$ cat src/rtl/refclk_guard_pkg.sv
`timescale 1ns/1ps
package refclk_guard_pkg;
   typedef enum logic [1:0] {
      SEL_MAIN   = 2'd0,
      SEL_BACKUP = 2'd1,
      SEL_HOLD   = 2'd2
   } sel_state_e;
endpackage

$ cat src/rtl/refclk_guard_edge.sv
`timescale 1ns/1ps
// Synchronizes one reference clock into the monitor domain and flags rising edges.
module refclk_guard_edge #(
   parameter int STAGES = 2
) (
   input  logic clk_i,
   input  logic rst_ni,
   input  logic async_i,
   output logic rise_o
);
   generate
      if (STAGES < 2) begin : g_bad_stages
         $error("refclk_guard_edge: STAGES must be at least 2");
      end
   endgenerate

   // Stages 0..STAGES-1 synchronize; the last stage is the edge-detect delay.
   logic [STAGES:0] pipe_q;

   always_ff @(posedge clk_i or negedge rst_ni) begin
      if (!rst_ni) pipe_q <= '0;
      else         pipe_q <= {pipe_q[STAGES-1:0], async_i};
   end

   assign rise_o = pipe_q[STAGES-1] & ~pipe_q[STAGES];
endmodule

$ cat src/rtl/refclk_guard_activity.sv
`timescale 1ns/1ps
// Tracks silence and sustained activity of one synchronized reference.
module refclk_guard_activity #(
   parameter int LOSS_CYC  = 64,
   parameter int RECOV_CYC = 256
) (
   input  logic clk_i,
   input  logic rst_ni,
   input  logic en_i,
   input  logic rise_i,
   output logic ok_o,
   output logic lost_p_o,
   output logic back_p_o
);
   generate
      if (LOSS_CYC < 2)  begin : g_bad_loss
         $error("refclk_guard_activity: LOSS_CYC must be at least 2");
      end
      if (RECOV_CYC < 2) begin : g_bad_recov
         $error("refclk_guard_activity: RECOV_CYC must be at least 2");
      end
   endgenerate

   localparam int IW = $clog2(LOSS_CYC + 1);
   localparam int RW = $clog2(RECOV_CYC);
   localparam logic [IW-1:0] LOSS_V     = IW'(LOSS_CYC);
   localparam logic [RW-1:0] RECOV_LAST = RW'(RECOV_CYC - 1);

   logic [IW-1:0] idle_q, idle_d;
   logic [RW-1:0] run_q, run_d;
   logic          alive_q, alive_d, lost_d, back_d;

   always_comb begin
      idle_d  = idle_q;
      run_d   = run_q;
      alive_d = alive_q;
      lost_d  = 1'b0;
      back_d  = 1'b0;
      if (!en_i) begin
         idle_d  = '0;
         run_d   = '0;
         alive_d = 1'b1;
      end else begin
         if (rise_i)                idle_d = '0;
         else if (idle_q != LOSS_V) idle_d = idle_q + 1'b1;
         if (alive_q) begin
            if (idle_d == LOSS_V) begin
               alive_d = 1'b0;
               lost_d  = 1'b1;
            end
         end else if (idle_d == LOSS_V) begin
            run_d = '0;
         end else if (run_q == RECOV_LAST) begin
            run_d   = '0;
            alive_d = 1'b1;
            back_d  = 1'b1;
         end else begin
            run_d = run_q + 1'b1;
         end
      end
   end

   always_ff @(posedge clk_i or negedge rst_ni) begin
      if (!rst_ni) begin
         idle_q   <= '0;
         run_q    <= '0;
         alive_q  <= 1'b1;
         lost_p_o <= 1'b0;
         back_p_o <= 1'b0;
      end else begin
         idle_q   <= idle_d;
         run_q    <= run_d;
         alive_q  <= alive_d;
         lost_p_o <= lost_d;
         back_p_o <= back_d;
      end
   end

   assign ok_o = en_i & alive_q;
endmodule

$ cat src/rtl/refclk_guard_select.sv
`timescale 1ns/1ps
// Primary / backup / holdover selection.
module refclk_guard_select
   import refclk_guard_pkg::*;
(
   input  logic       clk_i,
   input  logic       rst_ni,
   input  logic [1:0] ok_i,
   input  logic       revert_i,
   output logic       sel_o,
   output logic       hold_o
);
   sel_state_e st_q, st_d;

   always_comb begin
      st_d = st_q;
      case (st_q)
         SEL_MAIN:
            if (!ok_i[0]) st_d = ok_i[1] ? SEL_BACKUP : SEL_HOLD;
         SEL_BACKUP:
            if (ok_i[0] && (revert_i || !ok_i[1])) st_d = SEL_MAIN;
            else if (!ok_i[1])                     st_d = SEL_HOLD;
         default:
            if (ok_i[0])      st_d = SEL_MAIN;
            else if (ok_i[1]) st_d = SEL_BACKUP;
      endcase
   end

   always_ff @(posedge clk_i or negedge rst_ni) begin
      if (!rst_ni) begin
         st_q  <= SEL_MAIN;
         sel_o <= 1'b0;
      end else begin
         st_q <= st_d;
         if (st_d == SEL_MAIN)        sel_o <= 1'b0;
         else if (st_d == SEL_BACKUP) sel_o <= 1'b1;
      end
   end

   assign hold_o = (st_q == SEL_HOLD);
endmodule

$ cat src/rtl/refclk_guard.sv
`timescale 1ns/1ps
module refclk_guard #(
   parameter int N_REF       = 2,
   parameter int SYNC_STAGES = 2,
   parameter int LOSS_CYC    = 64,
   parameter int RECOV_CYC   = 256
) (
   input  logic             clk_i,
   input  logic             rst_ni,
   input  logic [N_REF-1:0] ref_clk_i,
   input  logic [N_REF-1:0] ref_en_i,
   input  logic             revert_en_i,
   input  logic [N_REF-1:0] fail_mask_i,
   input  logic [N_REF-1:0] fail_clr_i,
   output logic             sel_o,
   output logic             holdover_o,
   output logic [N_REF-1:0] fail_sts_o,
   output logic             irq_o
);
   generate
      if (N_REF != 2) begin : g_bad_nref
         $error("refclk_guard: selection supports exactly two references");
      end
   endgenerate

   logic [N_REF-1:0] rise, ref_ok, lost_p, back_p;

   for (genvar g = 0; g < N_REF; g++) begin : g_ch
      refclk_guard_edge #(.STAGES(SYNC_STAGES)) i_edge (
         .clk_i   (clk_i),
         .rst_ni  (rst_ni),
         .async_i (ref_clk_i[g]),
         .rise_o  (rise[g])
      );
      refclk_guard_activity #(.LOSS_CYC(LOSS_CYC), .RECOV_CYC(RECOV_CYC)) i_act (
         .clk_i    (clk_i),
         .rst_ni   (rst_ni),
         .en_i     (ref_en_i[g]),
         .rise_i   (rise[g]),
         .ok_o     (ref_ok[g]),
         .lost_p_o (lost_p[g]),
         .back_p_o (back_p[g])
      );
      always_ff @(posedge clk_i or negedge rst_ni) begin
         if (!rst_ni)                                   fail_sts_o[g] <= 1'b0;
         else if (lost_p[g])                            fail_sts_o[g] <= 1'b1;
         else if (fail_clr_i[g] || (revert_en_i && back_p[g])) fail_sts_o[g] <= 1'b0;
      end
   end

   refclk_guard_select i_sel (
      .clk_i    (clk_i),
      .rst_ni   (rst_ni),
      .ok_i     (ref_ok),
      .revert_i (revert_en_i),
      .sel_o    (sel_o),
      .hold_o   (holdover_o)
   );

   assign irq_o = |(fail_sts_o & ~fail_mask_i);
endmodule

$ cat config.mk
export PLATFORM = sky130hd
export DESIGN_NAME = refclk_guard
export DESIGN_NICKNAME = d
export VERILOG_FILES = /design/src/rtl/refclk_guard_pkg.sv /design/src/rtl/refclk_guard_edge.sv /design/src/rtl/refclk_guard_activity.sv /design/src/rtl/refclk_guard_select.sv /design/src/rtl/refclk_guard.sv
export SDC_FILE = /design/constraint.sdc
export NUM_CORES = 1
export LEC_CHECK = 0
export CORE_ASPECT_RATIO = 0.8
export CORE_MARGIN = 2
export CORE_UTILIZATION = 61
export CTS_BUF_LIST = sky130_fd_sc_hd__clkbuf_4
export CTS_CLUSTER_DIAMETER = 100
export DETAILED_ROUTE_END_ITERATION = 8
export GPL_TIMING_DRIVEN = 0
export PLACE_DENSITY = 0.82
export REMOVE_ABC_BUFFERS = 1
export SYNTH_ARGS = -nofsm -noshare
export SYNTH_HDL_FRONTEND = slang
export SYNTH_SLANG_ARGS = --single-unit
export TNS_END_PERCENT = 100
$ cat constraint.sdc
create_clock -name clk_i -period 2.55 [get_ports clk_i]
set_input_delay 0.51 -clock clk_i [delete_from_list [all_inputs] [get_ports clk_i]]
set_output_delay 0.51 -clock clk_i [all_outputs]
set_load 0.03 [all_outputs]
Word level (Yosys, flattened, before mapping)
Cells that the tools add are included.
- register bits after elaboration: 47
- bits of input ports: 11
- output and inout port bits: 5
- word-level logic and storage cells: 101
- $add $sub $neg: 4
- eq/ne operators: 11
- mux-type cells: 49
- bitwise operators: 8
- reductions and logical operators: 13
- operators with widths (kind ; count):
    2-to-1 mux 8 bit ; 8
    2-to-1 mux 7 bit ; 8
    2-to-1 mux 1 bit ; 26
    adder 8 x 1 -> 8 bit, second input constant ; 2
    == test 8 bit, second input constant ; 2
    adder 7 x 1 -> 7 bit, second input constant ; 2
    == test 7 bit, second input constant ; 2
    inequality test 7 bit, second input constant ; 2
    2-to-1 mux 2 bit ; 6
    nonzero test 2 bit ; 3
    bitwise AND 1 bit ; 4
    == test 2 x 1 -> 1 bit, second input constant ; 2
    logical NOT 2 bit ; 2
    inequality test 2 bit, second input constant ; 2
    case mux 2 bit (2 select lines) ; 1
    logical AND 1 bit ; 3
    logical OR 1 bit ; 3
    bitwise AND 2 bit ; 1
    == test 2 bit, second input constant ; 1
    inverter 1 bit ; 2
    inverter 2 bit ; 1
    OR reduction 2 bit ; 1
    logical NOT 1 bit ; 1

Longest topological paths before layout
Gate-level depths: netlist of run 1.
- depth after elaboration: 9
- gate-level depth with buffers: 10
- gate-level depth less buffers: 7

By module
From an unflattened synthesis of run 1, not the netlist that was laid out.
- cell total of the unflattened synthesis: 274
- area, all modules: 2566.2 um^2
- modules (own cells, without submodules) (module ; instances ; cells an instance ; area an instance (um^2) ; seq. area each (um^2)):
    refclk_guard_activity ; 2 ; 122 ; 1084.8 ; 451.7
    refclk_guard_edge ; 2 ; 4 ; 88.8 ; 75.1
    refclk_guard_select ; 1 ; 11 ; 122.6 ; 75.1
    refclk_guard ; 1 ; 11 ; 96.3 ; 50.0

Worst setup path before layout of run 1
No wires, ideal clock.
- path kind: register to register
- start: register g_ch[0].i_act.idle_q[1]
- end: register g_ch[0].i_act.run_q[1]
- setup time: 135 ps
- arrival time: 2035 ps
- slack: 381 ps
- stages on the path, launching flop included: 11
- path buffers: 3
- path through: dfrtp_1 > clkbuf_1 > inv_1 > ha_1 > and3b_1 > and2_1 > buf_6 > o32a_1 > a2111oi_4 > buf_4 > o31ai_1
- cells in the longest elaborated chain, start to end: 8
- elaborated cells between the ends (all ways): 9
- classes of those cells: add/sub: 1; eq/ne: 2; mux: 6
- RTL lines (what ; RTL line ; RTL):
    from (decl) ; refclk_guard_activity.sv:29 ; logic [IW-1:0] idle_q, idle_d;
    from (signal assigned) ; refclk_guard_activity.sv:71 ; idle_q <= idle_d;
    adder 7 x 1 -> 7 bit / inequality test 7 bit (equally long branches) ; refclk_guard_activity.sv:45 ; else if (idle_q != LOSS_V) idle_d = idle_q + 1'b1;
    2-to-1 mux 7 bit (*) ; refclk_guard_activity.sv:45 ;
    2-to-1 mux 7 bit (*) ; refclk_guard_activity.sv:44 ; if (rise_i) idle_d = '0;
    2-to-1 mux 7 bit (*) ; refclk_guard_activity.sv:39 ; if (!en_i) begin
    == test 7 bit (*) ; refclk_guard_activity.sv:51 ; end else if (idle_d == LOSS_V) begin
    2-to-1 mux 8 bit (*) ; refclk_guard_activity.sv:51 ;
    2-to-1 mux 8 bit (*) ; refclk_guard_activity.sv:46 ; if (alive_q) begin
    2-to-1 mux 8 bit (*) ; refclk_guard_activity.sv:39 ;
    to (signal assigned) ; refclk_guard_activity.sv:72 ; run_q <= run_d;
    to (decl) ; refclk_guard_activity.sv:30 ; logic [RW-1:0] run_q, run_d;
Every way passes the cells marked *; elsewhere a longest branch is shown, timed or not. The select of a mux whose other input is x is not followed.
A chain may end at the register's enable or synchronous reset.

Final worst setup path of run 1
- start: register g_ch[0].i_act.idle_q[0]
- end: register g_ch[0].i_act.lost_p_o
- cells in the longest elaborated chain, start to end: 8
- elaborated cells between the ends (all ways): 9
- classes of those cells: add/sub: 1; eq/ne: 2; mux: 6
- RTL lines (what ; RTL line ; RTL):
    adder 7 x 1 -> 7 bit / inequality test 7 bit (equally long branches) ; refclk_guard_activity.sv:45 ;
    2-to-1 mux 7 bit (*) ; refclk_guard_activity.sv:45 ;
    2-to-1 mux 7 bit (*) ; refclk_guard_activity.sv:44 ;
    2-to-1 mux 7 bit (*) ; refclk_guard_activity.sv:39 ;
    == test 7 bit (*) ; refclk_guard_activity.sv:47 ; if (idle_d == LOSS_V) begin
    2-to-1 mux 1 bit (*) ; refclk_guard_activity.sv:47 ;
    2-to-1 mux 1 bit (*) ; refclk_guard_activity.sv:46 ;
    2-to-1 mux 1 bit (*) ; refclk_guard_activity.sv:39 ;
    via g_ch[0].i_act.lost_d ; refclk_guard_activity.sv:31 ; logic alive_q, alive_d, lost_d, back_d;
    to (signal assigned) ; refclk_guard_activity.sv:74 ; lost_p_o <= lost_d;
    to (decl) ; refclk_guard_activity.sv:12 ; output logic lost_p_o,
Mark *: on every way through the listed nets, which the timed path passes. The rest lies on a longest branch. The select of a mux whose other input is x is not followed.

==> results.sh, run 1 <==
export IMPL_timing_setup_tns_ps=0
export IMPL_yosys_most_used_dff="dfrtp_1"
export IMPL_min_path_type="primary input to async pin"
export IMPL_htreeDepth=2
export IMPL_dp_hpwl_um=3280
export IMPL_route_detailed_vias_per_inst=5.89
export IMPL_timing_setup_critical_path_class="flip-flop to flip-flop"
export IMPL_rows=20
export IMPL_netlist_top_cell_by_area="dfrtp_1"
export IMPL_critical_path_required_ps=2850
export IMPL_cts_tree="built"
export IMPL_final_hold_viol_count=0
export IMPL_drt_wl_total_um=4710
export IMPL_grt_start_max_net_pins=29
export IMPL_route_vias_total=1938
export IMPL_whs_ps=64.0
export IMPL_synth_edf_count=0
export IMPL_timing_fmax_ghz=0.422
export IMPL_minimum_period_implied_by_the_final_worst_setup_slack_ps=2370
export IMPL_remaining_drc_errors=0
export IMPL_ctsRootBufferMaster="clkbuf_4"
export IMPL_slew_headroom_pct=51.7
export IMPL_finalWeightedCongestion=0.827
export IMPL_post_drt_wl_per_cell_um=14.3
export IMPL_vdd_ir_drop_max_v=0.000422
export IMPL_gr_usage_all_layers_pct=22.9
export IMPL_critical_path_startpoint_type="flip-flop"
export IMPL_clock_sinks=47
export IMPL_yosys_cell_count_top_type="dfrtp_1"
export IMPL_avgSynthCellArea_um2=9.54
export IMPL_finish_cell_count_without_fillers=329
export IMPL_die_w_um=75.7
export IMPL_worst_clock_skew_ps=18.0
export IMPL_drtAntennaViolNets=0
export IMPL_diodes=0
export IMPL_timing_final_crit_share_pct=92.8
export IMPL_area_share_of_the_largest_cell_type_after_synthesis_pct=44.9
export IMPL_clkSlewWorstSetupHoldPaths_ps=150
export IMPL_grt_antenna_before_repair=0
export IMPL_start_util_pct=64.7
export IMPL_floorplan_die_area_mm2=0.00465
export IMPL_ys_warnings_count=0
export IMPL_clk_latency_ps=370
export IMPL_setup_violations_final=0
export IMPL_worst_path_max_fanout=11
export IMPL_io_buffers=15
export IMPL_pre_cts_slack_ps=22.0
export IMPL_syn2layout_area_growth_pct=9.22
export IMPL_dieHeight_um=61.4
export IMPL_postLayoutSetupSlackWorst_ps=183
export IMPL_synth_cell_types=55
export IMPL_boundaryPins=16
export IMPL_netlist_instances=263
export IMPL_run_status="finished, final reports clean"
export IMPL_final_core_utilization_pct=70.7
export IMPL_dr_pass1_iters=4
export IMPL_grt_setup_unrepaired="false"
export IMPL_number_of_buffers_inserted_for_hold_repair_after_clock_tree_synthesis=0
export IMPL_max_slew_worst_pin_slew_ps=719
export IMPL_layout_nets=290
export IMPL_maxCapViolCount=0
export IMPL_cts_inserted_buffers=5
export IMPL_first_global_vias=1799
export IMPL_post_route_cells_drive_above_1_share_pct=8.39
export IMPL_total_leakage_power_nw=1.17
export IMPL_core_mm2=0.00388
export IMPL_synth_seq_area_share_pct=47.0
export IMPL_maxSlewViolCount=0
export IMPL_synth_cells_most_frequent="dfrtp_1, nand2_1, nor2_1, nand3_1, nor3_1"
export IMPL_grt_remaining_overflow=0
export IMPL_max_clock_path_buffers=2
export IMPL_critPathArrivalTime_ps=2670
export IMPL_detail_route_iter0_violations=126
export IMPL_synthTopCellsByArea="dfrtp_1, nand2_1, ha_1"
export IMPL_dp_cells=320
export IMPL_synth_async_sr_flop_share_pct=100
export IMPL_worst_setup_path_end_kind="flip-flop"
export IMPL_synth_seq_cells=47
export IMPL_grt_pass1_wl_um=8090
export IMPL_cellPowerDensity_mw_per_mm2=456
export IMPL_syn_area_mm2=0.00251
==> sequential cells by signal (all words and copies together) (netlist names) <==
name                 flops
g_ch.i_act.run_q        16
i_sel.sel_o              1
g_ch.i_edge.pipe_q       6
g_ch.i_act.back_p_o      2
fail_sts_o               2
i_sel.st_q               2
g_ch.i_act.lost_p_o      2
g_ch.i_act.alive_q       2
g_ch.i_act.idle_q       14
==> through the flow <==
stage          power (mW)  cell area [um2]
2_1_floorplan       0.847             2440
3_3_place_gp        0.901             2660
3_5_place_dp        0.908             2680
4_1_cts              1.26             2740
5_1_grt              1.30             2740
6_report             1.25             2740
==> metal layers <==
layer  GRT usage, %  vias up  part of all wire (%)
met5              0        -                     0
li1               -      958                     -
met3           5.07        4                   4.8
met4           6.02        0                  0.87
met2           36.0       48                    46
met1           32.7      928                    48
==> layout make-up <==
type	count	area [um2]
Multi-Input combinational cell	192	1220
Sequential cell	47	1180
Fill cell	310	1140
Timing Repair Buffer	17	173
Tap cell	55	68.8
Clock buffer	6	45.0
Inverter	10	37.5
Clock inverter	2	12.5
==> worst max-delay path, stage by stage, from the launching register on <==
cell	delay, ps
dfrtp_2	500
inv_1	100
ha_1	190
and3b_1	190
and2_1	230
o32a_1	400
a2111oi_4	320
buf_4	230
and2_1	140
==> logic make-up (layout without fill, tap and decap cells) <==
logic type,after synthesis,after routing,share of synthesized area (%)
AO/OA/AOI/OAI,51,51,14.7
XOR/XNOR,12,12,4.19
adder cells (fa/ha/maj),6,6,2.99
buffers and inverters,24,35,4.24
flip-flops,47,47,47.0
multiplexers,5,5,2.24
AND/OR/NAND/NOR,118,118,24.7
==> power breakdown <==
part	switching, mW	internal, mW
Clock	0.238	0.117
Combinational	0.0671	0.0466
Sequential	0.0184	0.761
==> timing repair <==
action | 4_1_cts | 5_1_grt
gates resized for setup | 0 | 1
pin swaps | 1 | 0
buffers inserted | 1 | 0
endpoints found under the setup margin | 5 | 11
==> worst paths after layout <==
path / startpoint / end / slack, ps / cells after the start
worst max-delay path: g_ch[0].i_act.idle_q[0]$_DFF_PN0_ / g_ch[0].i_act.lost_p_o$_DFF_PN0_ / 180 / 8
worst min-delay path: rst_ni / g_ch[0].i_act.run_q[6]$_DFFE_PN0N_ / 60 / 1
worst max register to register: g_ch[0].i_act.idle_q[0]$_DFF_PN0_ / g_ch[0].i_act.lost_p_o$_DFF_PN0_ / 180 / 8
worst min register to register: g_ch[0].i_edge.pipe_q[0]$_DFF_PN0_ / g_ch[0].i_edge.pipe_q[1]$_DFF_PN0_ / 360 / 0
max in group asynchronous: rst_ni / g_ch[1].i_act.alive_q$_DFF_PN1_ / 1890 / 2
min in group clk_i: g_ch[0].i_edge.pipe_q[0]$_DFF_PN0_ / g_ch[0].i_edge.pipe_q[1]$_DFF_PN0_ / 360 / 0
==> layout by cell type (no fill, tap or decap), drive strengths merged, types with 2 or more instances in the layout <==
cell / n
a211oi: 2
dfrtp: 45
xor2: 8
nor4b: 3
o21ai: 15
or2: 4
nor3: 14
o22ai: 2
a21oi: 6
clkdlybuf4s50: 14
a21o: 2
and3: 7
and4b: 2
nor2b: 5
clkbuf: 6
buf: 3
nand2: 28
o311ai: 3
o32ai: 5
o31ai: 2
mux2i: 3
nor2: 18
mux2: 2
and2: 4
nand4: 4
dfstp: 2
nand3: 15
nand2b: 2
inv: 10
nor3b: 6
xnor2: 4
a21boi: 4
ha: 6
Power figures use the tool's default switching activity.
==> inputs of run 2 (changes only) <==
--- a/config.mk
+++ b/config.mk
@@ -14,6 +14,7 @@
 export GPL_TIMING_DRIVEN = 0
 export PLACE_DENSITY = 0.82
 export REMOVE_ABC_BUFFERS = 1
+export SLEW_MARGIN = 30
 export SYNTH_ARGS = -nofsm -noshare
 export SYNTH_HDL_FRONTEND = slang
 export SYNTH_SLANG_ARGS = --single-unit
==> constraint.sdc (replaced) <==
create_clock -name clk_i -period 2.55 [get_ports clk_i]
set_input_delay 0.3825 -clock clk_i [delete_from_list [all_inputs] [get_ports clk_i]]
set_output_delay 0.3825 -clock clk_i [all_outputs]
set_load 0.03 [all_outputs]
==> run 2 against run 1 <==
Compared with the run above: the run now ends with hold timing left; largest power group unchanged; sequential share of layout area decreased by 0.23 points; maximum frequency increased by 0.79%; clock skew decreased by 2.0 ps; clock power increased by 31%; register-to-register slack improved by 20 ps; power increased by 8.4%; combinational power decreased by 4%.
==> results.sh, run 2 (synthesized netlist as in run 1, its figures left out) <==
export IMPL_cellPowerDensity_mw_per_mm2=491
export IMPL_clk_latency_ps=370
export IMPL_clock_sinks=47
export IMPL_worst_setup_path_end_kind="flip-flop"
export IMPL_dr_pass1_iters=4
export IMPL_maxSlewViolCount=0
export IMPL_post_route_cells_drive_above_1_share_pct=8.39
export IMPL_detailed_place_area_mm2=0.00266
export IMPL_finalInstanceArea_mm2=0.00276
export IMPL_finalWeightedCongestion=0.827
export IMPL_final_hold_viol_count=21
export IMPL_reg2reg_setup_slack_ps=200
export IMPL_worst_path_max_fanout=9
export IMPL_critical_path_required_ps=2820
export IMPL_layout_nets=290
export IMPL_timing_fmax_ghz=0.426
export IMPL_setup_violations_final=0
export IMPL_route_detailed_vias_per_inst=5.93
export IMPL_ctsRootBufferMaster="clkbuf_4"
export IMPL_min_path_type="primary input to async pin"
export IMPL_number_of_buffers_inserted_for_hold_repair_after_clock_tree_synthesis=0
export IMPL_detail_route_iter0_violations=146
export IMPL_max_clock_path_buffers=2
export IMPL_timing_rr_end="g_ch[0].i_act.run_q[2]$_DFFE_PN0N_"
export IMPL_htreeDepth=2
export IMPL_timing_setup_tns_ps=0
export IMPL_largest_register="g_ch.i_act.run_q"
export IMPL_largest_register_ffs=16
export IMPL_biggest_registers_after_layout="g_ch.i_act.run_q (16), g_ch.i_act.idle_q (14), g_ch.i_edge.pipe_q (6)"
export IMPL_critical_path_slowest_cell="dfrtp_2"
export IMPL_commonest_non_fill_non_tap_cell_in_the_layout="dfrtp_1"
export IMPL_gr_usage_all_layers_pct=22.7
export IMPL_post_drt_wl_per_cell_um=14.2
export IMPL_diodes=0
export IMPL_maxCapViolCount=0
export IMPL_crit_path_cell_trace="inv_1 -> ha_1 -> and3b_1 -> and2_1 -> o32a_1 -> a2111oi_4 -> buf_4 -> o21ai_1"
export IMPL_nFillCells=296
export IMPL_dp_cells=319
export IMPL_timing_final_crit_share_pct=92.1
export IMPL_drt_wl_total_um=4680
export IMPL_critical_path_startpoint_type="flip-flop"
export IMPL_worst_path_buf_inv=2
export IMPL_rr_worst_depth=8
export IMPL_max_slew_worst_pin_slew_ps=673
export IMPL_grt_remaining_overflow=0
export IMPL_grt_antenna_before_repair=0
export IMPL_core_mm2=0.00388
export IMPL_io_buffers=15
export IMPL_finish_cell_count_without_fillers=329
export IMPL_route_vias_total=1952
export IMPL_cts_inserted_buffers=5
export IMPL_dieHeight_um=61.4
export IMPL_cts_tree="built"
export IMPL_floorplan_die_area_mm2=0.00465
export IMPL_run_status="finished with violations"
export IMPL_final_core_utilization_pct=71.1
export IMPL_boundaryPins=16
export IMPL_dp_hpwl_um=3180
export IMPL_crit_family="compound AO/OA/AOI/OAI gates"
export IMPL_critical_path_max_stage_delay_ps=500
export IMPL_grt_pass1_wl_um=7910
export IMPL_crit_start="g_ch[0].i_act.idle_q[0]$_DFF_PN0_"
export IMPL_worst_r2r_startpoint="g_ch[0].i_act.idle_q[0]$_DFF_PN0_"
export IMPL_whs_ps=-17.9
export IMPL_grt_start_max_net_pins=48
export IMPL_syn2layout_area_growth_pct=9.82
export IMPL_timing_setup_critical_path_class="flip-flop to flip-flop"
export IMPL_clkSlewWorstSetupHoldPaths_ps=140
export IMPL_worst_path_stages=8
export IMPL_start_util_pct=64.7
export IMPL_worst_clock_skew_ps=16.0
export IMPL_drtAntennaViolNets=0
export IMPL_violated_checks="hold timing"
export IMPL_slew_headroom_pct=54.8
export IMPL_total_leakage_power_nw=1.18
export IMPL_layout_common_cells="dfrtp_1, nand2_1, nor2_1"
export IMPL_grt_setup_unrepaired="false"
export IMPL_critPathArrivalTime_ps=2620
export IMPL_die_w_um=75.7
export IMPL_critical_path_endpoint="g_ch[0].i_act.run_q[2]$_DFFE_PN0N_"
export IMPL_vdd_ir_drop_max_v=0.000403
export IMPL_remaining_drc_errors=0
export IMPL_minimum_period_implied_by_the_final_worst_setup_slack_ps=2350
export IMPL_first_global_vias=1747
export IMPL_rows=20
[run 2: cell count changes in the layout (fill, tap and decap cells not counted), sizes merged]
cell      change
bufinv        +1
clkbuf        +1
clkinv        -1
clkinvlp      -1
[run 2: layer usage]
layer | up-vias | track usage, % | routed length [um]
li1 | 963 | - | -
met1 | 933 | 32.8 | 2350
met2 | 49 | 34.3 | 2050
met3 | 7 | 4.42 | 208
met4 | 0 | 8.52 | 76
met5 | - | 0 | 0
[run 2: worst min-delay path by stage]
stage | from | endpoint | slack (ps) | cells past startpoint
after global placement | g_ch[1].i_edge.pipe_q[0]$_DFF_PN0_ | g_ch[1].i_edge.pipe_q[1]$_DFF_PN0_ | 330 | 0
after CTS | rst_ni | g_ch[0].i_act.run_q[6]$_DFFE_PN0N_ | 2 | 1
after global routing | rst_ni | g_ch[0].i_act.run_q[6]$_DFFE_PN0N_ | 40 | 1
after detailed placement | g_ch[0].i_edge.pipe_q[0]$_DFF_PN0_ | g_ch[0].i_edge.pipe_q[1]$_DFF_PN0_ | 340 | 0
after floorplan | rst_ni | fail_sts_o[0]$_DFFE_PN0P_ | 90 | 0
final | rst_ni | g_ch[0].i_act.run_q[6]$_DFFE_PN0N_ | -20 | 1
[run 2: worst register-to-register path, stage by stage (launching register included)]
cell	delay, ps
dfrtp_2	500
inv_1	110
ha_1	200
and3b_1	190
and2_1	220
o32a_1	400
a2111oi_4	360
buf_4	210
o21ai_1	70
[run 2: through the flow]
| stage | worst slack (ps) | hold WS, ps | total power [mW] |
|---|---|---|---|
| final | 201 | -17.9 | 1.35 |
| after global routing | 64.4 | 37.2 | 1.41 |
| after global placement | -189 | 332 | 0.901 |
| after detailed placement | 16.0 | 336 | 0.904 |
| after CTS | 99.2 | 2.08 | 1.37 |
| after floorplan | 365 | 86.9 | 0.847 |
[run 2: area by class of cell]
class                   instances  area [um2]  share of cell area (%)
multi-input cells             192        1220                    44.4
flip-flops and latches         47        1180                    42.8
repair buffers                 17         163                    5.90
well taps                      55        68.8                    2.50
clock buffers                   7        52.6                    1.91
inverters                      10        37.5                    1.36
clock inverters                 1        30.0                    1.09
[run 2: report_power, final]
group / leakage (nW) / internal, mW / switching, mW
registers: 0.626 / 0.761 / 0.0180
logic: 0.510 / 0.0440 / 0.0658
clock network: 0.0463 / 0.229 / 0.236
total: 1.18 / 1.03 / 0.320
[run 2: timing repair]
item	in CTS	in global routing
buffers inserted	2	0
pin swaps	1	0
endpoints found under the setup margin	3	11
gates resized for setup	0	1
